==> config.mk <==
export PLATFORM = sky130hd
export DESIGN_NAME = bank_mmu
export DESIGN_NICKNAME = d
export VERILOG_FILES = /design/src/rtl/bank_mmu_pkg.sv /design/src/rtl/bank_mmu_rst_sync.sv /design/src/rtl/bank_mmu_pagefile.sv /design/src/rtl/bank_mmu_ctrl.sv /design/src/rtl/bank_mmu_xlate.sv /design/src/rtl/bank_mmu.sv
export SDC_FILE = /design/constraint.sdc
export NUM_CORES = 1
export LEC_CHECK = 0
export BUFFER_PORTS_ARGS = -buffer_cell sky130_fd_sc_hd__buf_2
export CAP_MARGIN = 20
export CORE_ASPECT_RATIO = 0.9
export CORE_MARGIN = 8
export CORE_UTILIZATION = 40
export CTS_CLUSTER_SIZE = 10
export DETAILED_ROUTE_END_ITERATION = 7
export GPL_TIMING_DRIVEN = 0
export PLACE_DENSITY_LB_ADDON = 0.05
export SLEW_MARGIN = 20
export SYNTH_ARGS = -nofsm -noshare
export SYNTH_HDL_FRONTEND = slang
export SYNTH_SLANG_ARGS = --single-unit
==> constraint.sdc <==
create_clock -name clk -period 2.95 [get_ports clk]
set_input_delay 0.1475 -clock clk [delete_from_list [all_inputs] [get_ports clk]]
set_output_delay 0.1475 -clock clk [all_outputs]
set_load 0.05 [all_outputs]
==> src/rtl/bank_mmu_pkg.sv <==
package bank_mmu_pkg;
  // Port-region decode (upper address byte)
  localparam logic [7:0]  IO_HI       = 8'hFF;
  localparam logic [7:0]  VEC_HI      = 8'hFE;
  // Page register block base (16 aligned bytes) and control byte
  localparam logic [15:0] MAP_BASE    = 16'hFFA0;
  localparam logic [15:0] CTRL_ADDR   = 16'hFF91;
  // Control byte field positions
  localparam int          CTRL_TASK_BIT = 0;
  localparam int          CTRL_VEC_BIT  = 3;

  typedef struct packed {
    logic vec_en;
    logic task_sel;
  } mmu_ctrl_t;
endpackage

==> src/rtl/bank_mmu_rst_sync.sv <==
module bank_mmu_rst_sync (
  input  logic clk,
  input  logic rst_n,
  output logic rst_sync_n
);
  logic [1:0] sync_q;

  always_ff @(posedge clk or negedge rst_n) begin
    if (!rst_n) sync_q <= 2'b00;
    else        sync_q <= {sync_q[0], 1'b1};
  end

  assign rst_sync_n = sync_q[1];
endmodule

==> src/rtl/bank_mmu_pagefile.sv <==
module bank_mmu_pagefile #(
  parameter int PAGE_W = 6,
  parameter int IDX_W  = 4
) (
  input  logic              clk,
  input  logic              rst_n,
  input  logic              wr_en,
  input  logic [IDX_W-1:0]  wr_idx,
  input  logic [PAGE_W-1:0] wr_data,
  input  logic [IDX_W-1:0]  xl_idx,
  input  logic [IDX_W-1:0]  bus_idx,
  output logic [PAGE_W-1:0] xl_page,
  output logic [PAGE_W-1:0] bus_page
);
  localparam int NREG = 1 << IDX_W;

  logic [NREG-1:0][PAGE_W-1:0] page_q;
  logic [NREG-1:0][PAGE_W-1:0] page_d;
  logic [NREG-1:0]             reg_ce;

  for (genvar i = 0; i < NREG; i++) begin : g_reg
    always_comb begin
      reg_ce[i] = wr_en && (wr_idx == IDX_W'(i));
      page_d[i] = reg_ce[i] ? wr_data : page_q[i];
    end

    always_ff @(posedge clk or negedge rst_n) begin
      if (!rst_n) page_q[i] <= '0;
      else        page_q[i] <= page_d[i];
    end
  end

  assign xl_page  = page_q[xl_idx];
  assign bus_page = page_q[bus_idx];
endmodule

==> src/rtl/bank_mmu_ctrl.sv <==
module bank_mmu_ctrl
  import bank_mmu_pkg::*;
#(
  parameter int DATA_W = 8
) (
  input  logic              clk,
  input  logic              rst_n,
  input  logic              wr_en,
  input  logic [DATA_W-1:0] wr_data,
  output mmu_ctrl_t         ctrl
);
  mmu_ctrl_t ctrl_q, ctrl_d;
  logic      unused_ctrl_bits;

  always_comb begin
    ctrl_d = ctrl_q;
    if (wr_en) begin
      ctrl_d.task_sel = wr_data[CTRL_TASK_BIT];
      ctrl_d.vec_en   = wr_data[CTRL_VEC_BIT];
    end
  end

  always_ff @(posedge clk or negedge rst_n) begin
    if (!rst_n) ctrl_q <= '0;
    else        ctrl_q <= ctrl_d;
  end

  assign unused_ctrl_bits = ^wr_data;
  assign ctrl = ctrl_q;
endmodule

==> src/rtl/bank_mmu_xlate.sv <==
module bank_mmu_xlate
  import bank_mmu_pkg::*;
#(
  parameter int          PAGE_W   = 6,
  parameter int          WIN_W    = 3,
  parameter int          OFF_W    = 13,
  parameter logic [5:0]  VEC_PAGE = 6'h3F,
  localparam int         ADDR_W   = WIN_W + OFF_W,
  localparam int         PHYS_W   = PAGE_W + OFF_W,
  localparam int         IDX_W    = WIN_W + 1
) (
  input  logic [ADDR_W-1:0] addr,
  input  mmu_ctrl_t         ctrl,
  input  logic [PAGE_W-1:0] xl_page,
  output logic [IDX_W-1:0]  xl_idx,
  output logic [PHYS_W-1:0] phys,
  output logic              ram_sel,
  output logic              io_sel,
  output logic              map_hit,
  output logic              ctrl_hit
);
  logic in_io, in_vec;

  always_comb begin
    in_io    = addr[ADDR_W-1 -: 8] == IO_HI;
    in_vec   = addr[ADDR_W-1 -: 8] == VEC_HI;
    map_hit  = addr[ADDR_W-1:IDX_W] == MAP_BASE[ADDR_W-1:IDX_W];
    ctrl_hit = addr == CTRL_ADDR;
    xl_idx   = {ctrl.task_sel, addr[ADDR_W-1 -: WIN_W]};
    io_sel   = in_io;
    ram_sel  = !in_io;
    if (in_io)
      phys = '0;
    else if (in_vec && ctrl.vec_en)
      phys = {VEC_PAGE[PAGE_W-1:0], addr[OFF_W-1:0]};
    else
      phys = {xl_page, addr[OFF_W-1:0]};
  end
endmodule

==> src/rtl/bank_mmu.sv <==
module bank_mmu
  import bank_mmu_pkg::*;
#(
  parameter int         PAGE_W   = 6,
  parameter int         WIN_W    = 3,
  parameter int         OFF_W    = 13,
  parameter int         DATA_W   = 8,
  parameter logic [5:0] VEC_PAGE = 6'h3F,
  localparam int        ADDR_W   = WIN_W + OFF_W,
  localparam int        PHYS_W   = PAGE_W + OFF_W,
  localparam int        IDX_W    = WIN_W + 1
) (
  input  logic              clk,
  input  logic              rst_n,
  input  logic [ADDR_W-1:0] cpu_addr,
  input  logic [DATA_W-1:0] cpu_wdata,
  input  logic              cpu_we,
  output logic [PHYS_W-1:0] phys_addr,
  output logic              ram_sel,
  output logic              io_sel,
  output logic [DATA_W-1:0] rdata
);
  logic              rst_sync_n;
  mmu_ctrl_t         ctrl;
  logic [IDX_W-1:0]  xl_idx;
  logic [PAGE_W-1:0] xl_page, bus_page;
  logic              map_hit, ctrl_hit;
  logic              map_we, ctrl_we;
  logic              vec_en_w, task_sel_w;

  bank_mmu_rst_sync u_rst (
    .clk        (clk),
    .rst_n      (rst_n),
    .rst_sync_n (rst_sync_n)
  );

  bank_mmu_xlate #(
    .PAGE_W(PAGE_W), .WIN_W(WIN_W), .OFF_W(OFF_W), .VEC_PAGE(VEC_PAGE)
  ) u_xlate (
    .addr     (cpu_addr),
    .ctrl     (ctrl),
    .xl_page  (xl_page),
    .xl_idx   (xl_idx),
    .phys     (phys_addr),
    .ram_sel  (ram_sel),
    .io_sel   (io_sel),
    .map_hit  (map_hit),
    .ctrl_hit (ctrl_hit)
  );

  assign map_we  = cpu_we && map_hit;
  assign ctrl_we = cpu_we && ctrl_hit;

  bank_mmu_pagefile #(.PAGE_W(PAGE_W), .IDX_W(IDX_W)) u_pages (
    .clk      (clk),
    .rst_n    (rst_sync_n),
    .wr_en    (map_we),
    .wr_idx   (cpu_addr[IDX_W-1:0]),
    .wr_data  (cpu_wdata[PAGE_W-1:0]),
    .xl_idx   (xl_idx),
    .bus_idx  (cpu_addr[IDX_W-1:0]),
    .xl_page  (xl_page),
    .bus_page (bus_page)
  );

  bank_mmu_ctrl #(.DATA_W(DATA_W)) u_ctrl (
    .clk     (clk),
    .rst_n   (rst_sync_n),
    .wr_en   (ctrl_we),
    .wr_data (cpu_wdata),
    .ctrl    (ctrl)
  );

  assign vec_en_w   = ctrl.vec_en;
  assign task_sel_w = ctrl.task_sel;

  always_comb begin
    rdata = '0;
    if (map_hit) begin
      rdata[PAGE_W-1:0] = bus_page;
    end else if (ctrl_hit) begin
      rdata[CTRL_TASK_BIT] = task_sel_w;
      rdata[CTRL_VEC_BIT]  = vec_en_w;
    end
  end
endmodule

==> reports/results.ini <==
[yosys]
synthSimpleGateAreaFrac_pct=7.534
yosysTopAreaCell=dfrtp_1
synth_async_sr_flop_share_pct=100.0
synth.avg_cell_area_um2=14.86
synth_compound_area_share_pct=3.146
synthAdderAreaFrac_pct=0
ys_seq_area_share_pct=44.32
netlist.area_leader.share_pct=44.32
synth_cell_types=37
synthMuxAreaShare_pct=41.88
synth_edf_count=0
yosysMostFrequentCell=dfrtp_1
yosys-top-cells-count=100 x dfrtp_1, 96 x mux2_2, 48 x mux4_2
synth_cells=380
syn_area_um2=5647
synth_top_family_by_area=multiplexers
ys_seq_elements=100
ys_warn_count=0
synthXorXnorAreaFrac_pct=0
ys.flop_type=dfrtp_1
synth_area_leaders=dfrtp_1 44%, mux2_2 19%, mux4_2 19%, mux2i_1 3.2%, and2_1 1.8%

[global_routing]
grt_max_degree=51
first_global_vias=3954
grt_pass1_wl_um=25040
grt_use_total_pct=18.83
grt_overflow_total=0
antenna_found_initial=0

[floorplanning]
num_io_pins=56
initial_core_util_pct=40.62
die_area_um2=18180
die_y_um=128.7
core_area_um2=13900
die_w_um=141.2
rows=41

[clock_network]
htree_levels=3
post-cts-setup-buffers=0
cts_buffers=9
clock_latency_ns=0.36
clock_sinks=100
root_buffer=clkbuf_16
clkTransAtPathRegs_ns=0.08
cts_tree=done
clock_path_buffers=2

[power]
p_leak_nw=3.059
p_int_mw=2.042
seqPwrFrac_pct=49.2
finalPower_mw=2.815
peakVddDrop_v=0.0003561
power_frac_comb_pct=8.6
power_density_nw_per_um2=434.9
p_sw_mw=0.7730
p_clk_share_pct=42.2
p_sw_share_pct=27.46

[worst_setup_path]
startpoint_type=input port
slowest_delay_ns=0.65
end_kind=output pin
path_buf_inv=4
crit_slowest_cell=clkbuf_1
r2r_end=u_ctrl.ctrl[0]
cp_cell_sequence=buf_2 -> buf_2 -> clkbuf_1 -> mux4_2 -> a22oi_1 -> a21oi_1 -> buf_2
rr_startpoint=u_ctrl.ctrl[0]
cp_max_fo=10
arrival_ns=2.27
path_class=input port to output pin
rrSetupSlack_ns=1.79
crit_top_cell=buf_2
ff2ff_path_depth=2
cp_top_family=buffers and inverters
required_ns=2.80

[hold_path]
hold_path.class=input port to asynchronous set/reset pin

[sta]
skew_ns=0.009313
period_share_pct=81.80
fin_setup_tns_ns=0
setup_viol=0
rsz0062_at_grt=no
fin_hold_ws_ns=0.08713
tightest_slew_ns=1.011
hold_viol=0
final.min_clock_period_ns=2.413
maxSlewViolCount=0
max_slew_margin_pct=32.58
fmax_mhz=414.4

[placed_design]
gp_routability_congestion=0.7984
portBuffers=48
dp_hpwl_um=11310

[final_layout]
utilization_pct=46.56
num_antenna_cells=0
final_nets=469
drive_gt1_share_pct=52.35
syn2layout_area_growth_pct=14.62

[route]
highest_layer=met4
firstDrtPassIters=7
ant_nets=0
drc=0
routed_via_density=5.678
wire_per_inst_um=24.99
drtIter0Drc=223
drt-total-wl_um=16000
vias=3634
wl_met2_um=7411
wl_met1_um=7239
route.met3.wl_um=1031

[status]
status=completed

[run]
drv_cap=0

-- state kept, by name, indices dropped and copies added (netlist names) --
register	count
u_ctrl.ctrl	2
u_rst.sync_q	2
u_pages.page_q	96
-- per-layer routing --
| metal | global-route usage (%) | vias up |
|---|---|---|
| li1 | - | 1583 |
| met1 | 24.47 | 1921 |
| met5 | 0 | - |
| met3 | 5.702 | 23 |
| met2 | 29.79 | 107 |
| met4 | 5.871 | 0 |
-- worst max path at each step --
stage,start,endpoint,cells after the start
after floorplan,cpu_addr[14],phys_addr[8],6
after global placement,cpu_addr[14],phys_addr[18],5
after detailed placement,cpu_addr[1],rdata[1],7
after CTS,cpu_addr[14],phys_addr[16],7
after global routing,cpu_addr[14],phys_addr[16],7
final,cpu_addr[1],rdata[1],7
-- cell type report --
cell class	instances	area [um^2]
Timing Repair Buffer	50	277.8
Inverter	3	11.26
Clock inverter	7	67.56
Buffer	29	157.7
Multi-Input combinational cell	249	2985
Sequential cell	100	2506
Clock buffer	9	225.2
Tap cell	193	241.5
Fill cell	1266	7430
-- what timing repair did --
| action | CTS | global route |
|---|---|---|
| resized for setup | 0 | 0 |
| setup endpoints to repair | 0 | 0 |
| hold buffers | 1 | 0 |
| hold endpoints to repair | 2 | 0 |
-- power groups by stage --
stage | combinational (mW) | clock, mW | sequential, mW
2_1_floorplan | 0.146 | 0 | 1.42
3_3_place_gp | 0.227 | 0 | 1.43
3_5_place_dp | 0.245 | 0 | 1.41
4_1_cts | 0.247 | 1.21 | 1.39
5_1_grt | 0.261 | 1.27 | 1.39
6_report | 0.243 | 1.19 | 1.39
-- layout by cell type (no fill, tap or decap), types with 2 or more instances in the layout --
cell type | Yosys | routed
dfrtp_1 | 100 | 99
mux2_2 | 96 | 96
buf_2 | 6 | 54
mux4_2 | 48 | 48
mux2i_1 | 18 | 18
and2_1 | 16 | 16
nand2_1 | 14 | 14
clkbuf_1 | 12 | 12
clkbuf_16 | 0 | 9
a22oi_1 | 8 | 8
a21o_1 | 6 | 6
buf_4 | 5 | 5
a21oi_1 | 4 | 4
nor4_4 | 4 | 4
inv_1 | 3 | 3
buf_6 | 3 | 3
buf_1 | 3 | 3
nor2_1 | 3 | 3
conb_1 | 2 | 3
inv_6 | 0 | 3
or3_1 | 2 | 2
nor2b_1 | 2 | 2
and3_1 | 2 | 2
a22o_1 | 2 | 2
a221oi_1 | 2 | 2
o2bb2ai_1 | 2 | 2
nand2b_1 | 2 | 2
nor3b_1 | 2 | 2
nand2_2 | 2 | 2
mux2_1 | 2 | 2
-- stage by stage --
step                      cell area [um^2]  cells  setup WS, ns
after global placement                6133    622        0.4734
after global routing                  6472    640        0.4319
after CTS                             6472    640        0.5381
after detailed placement              6170    623        0.5432
after floorplan                       5652    381        0.3152
final                                 6472    640        0.5368
-- logic make-up (layout without fill, tap and decap cells) --
group,after synthesis,in the layout
muxes,164,164
and+or+nand+nor,58,58
AOI/OAI and AO/OA,24,24
buffers and inverters,32,98
DFF,100,100
other,2,3
Note: power is estimated with default switching activity, not from simulation.
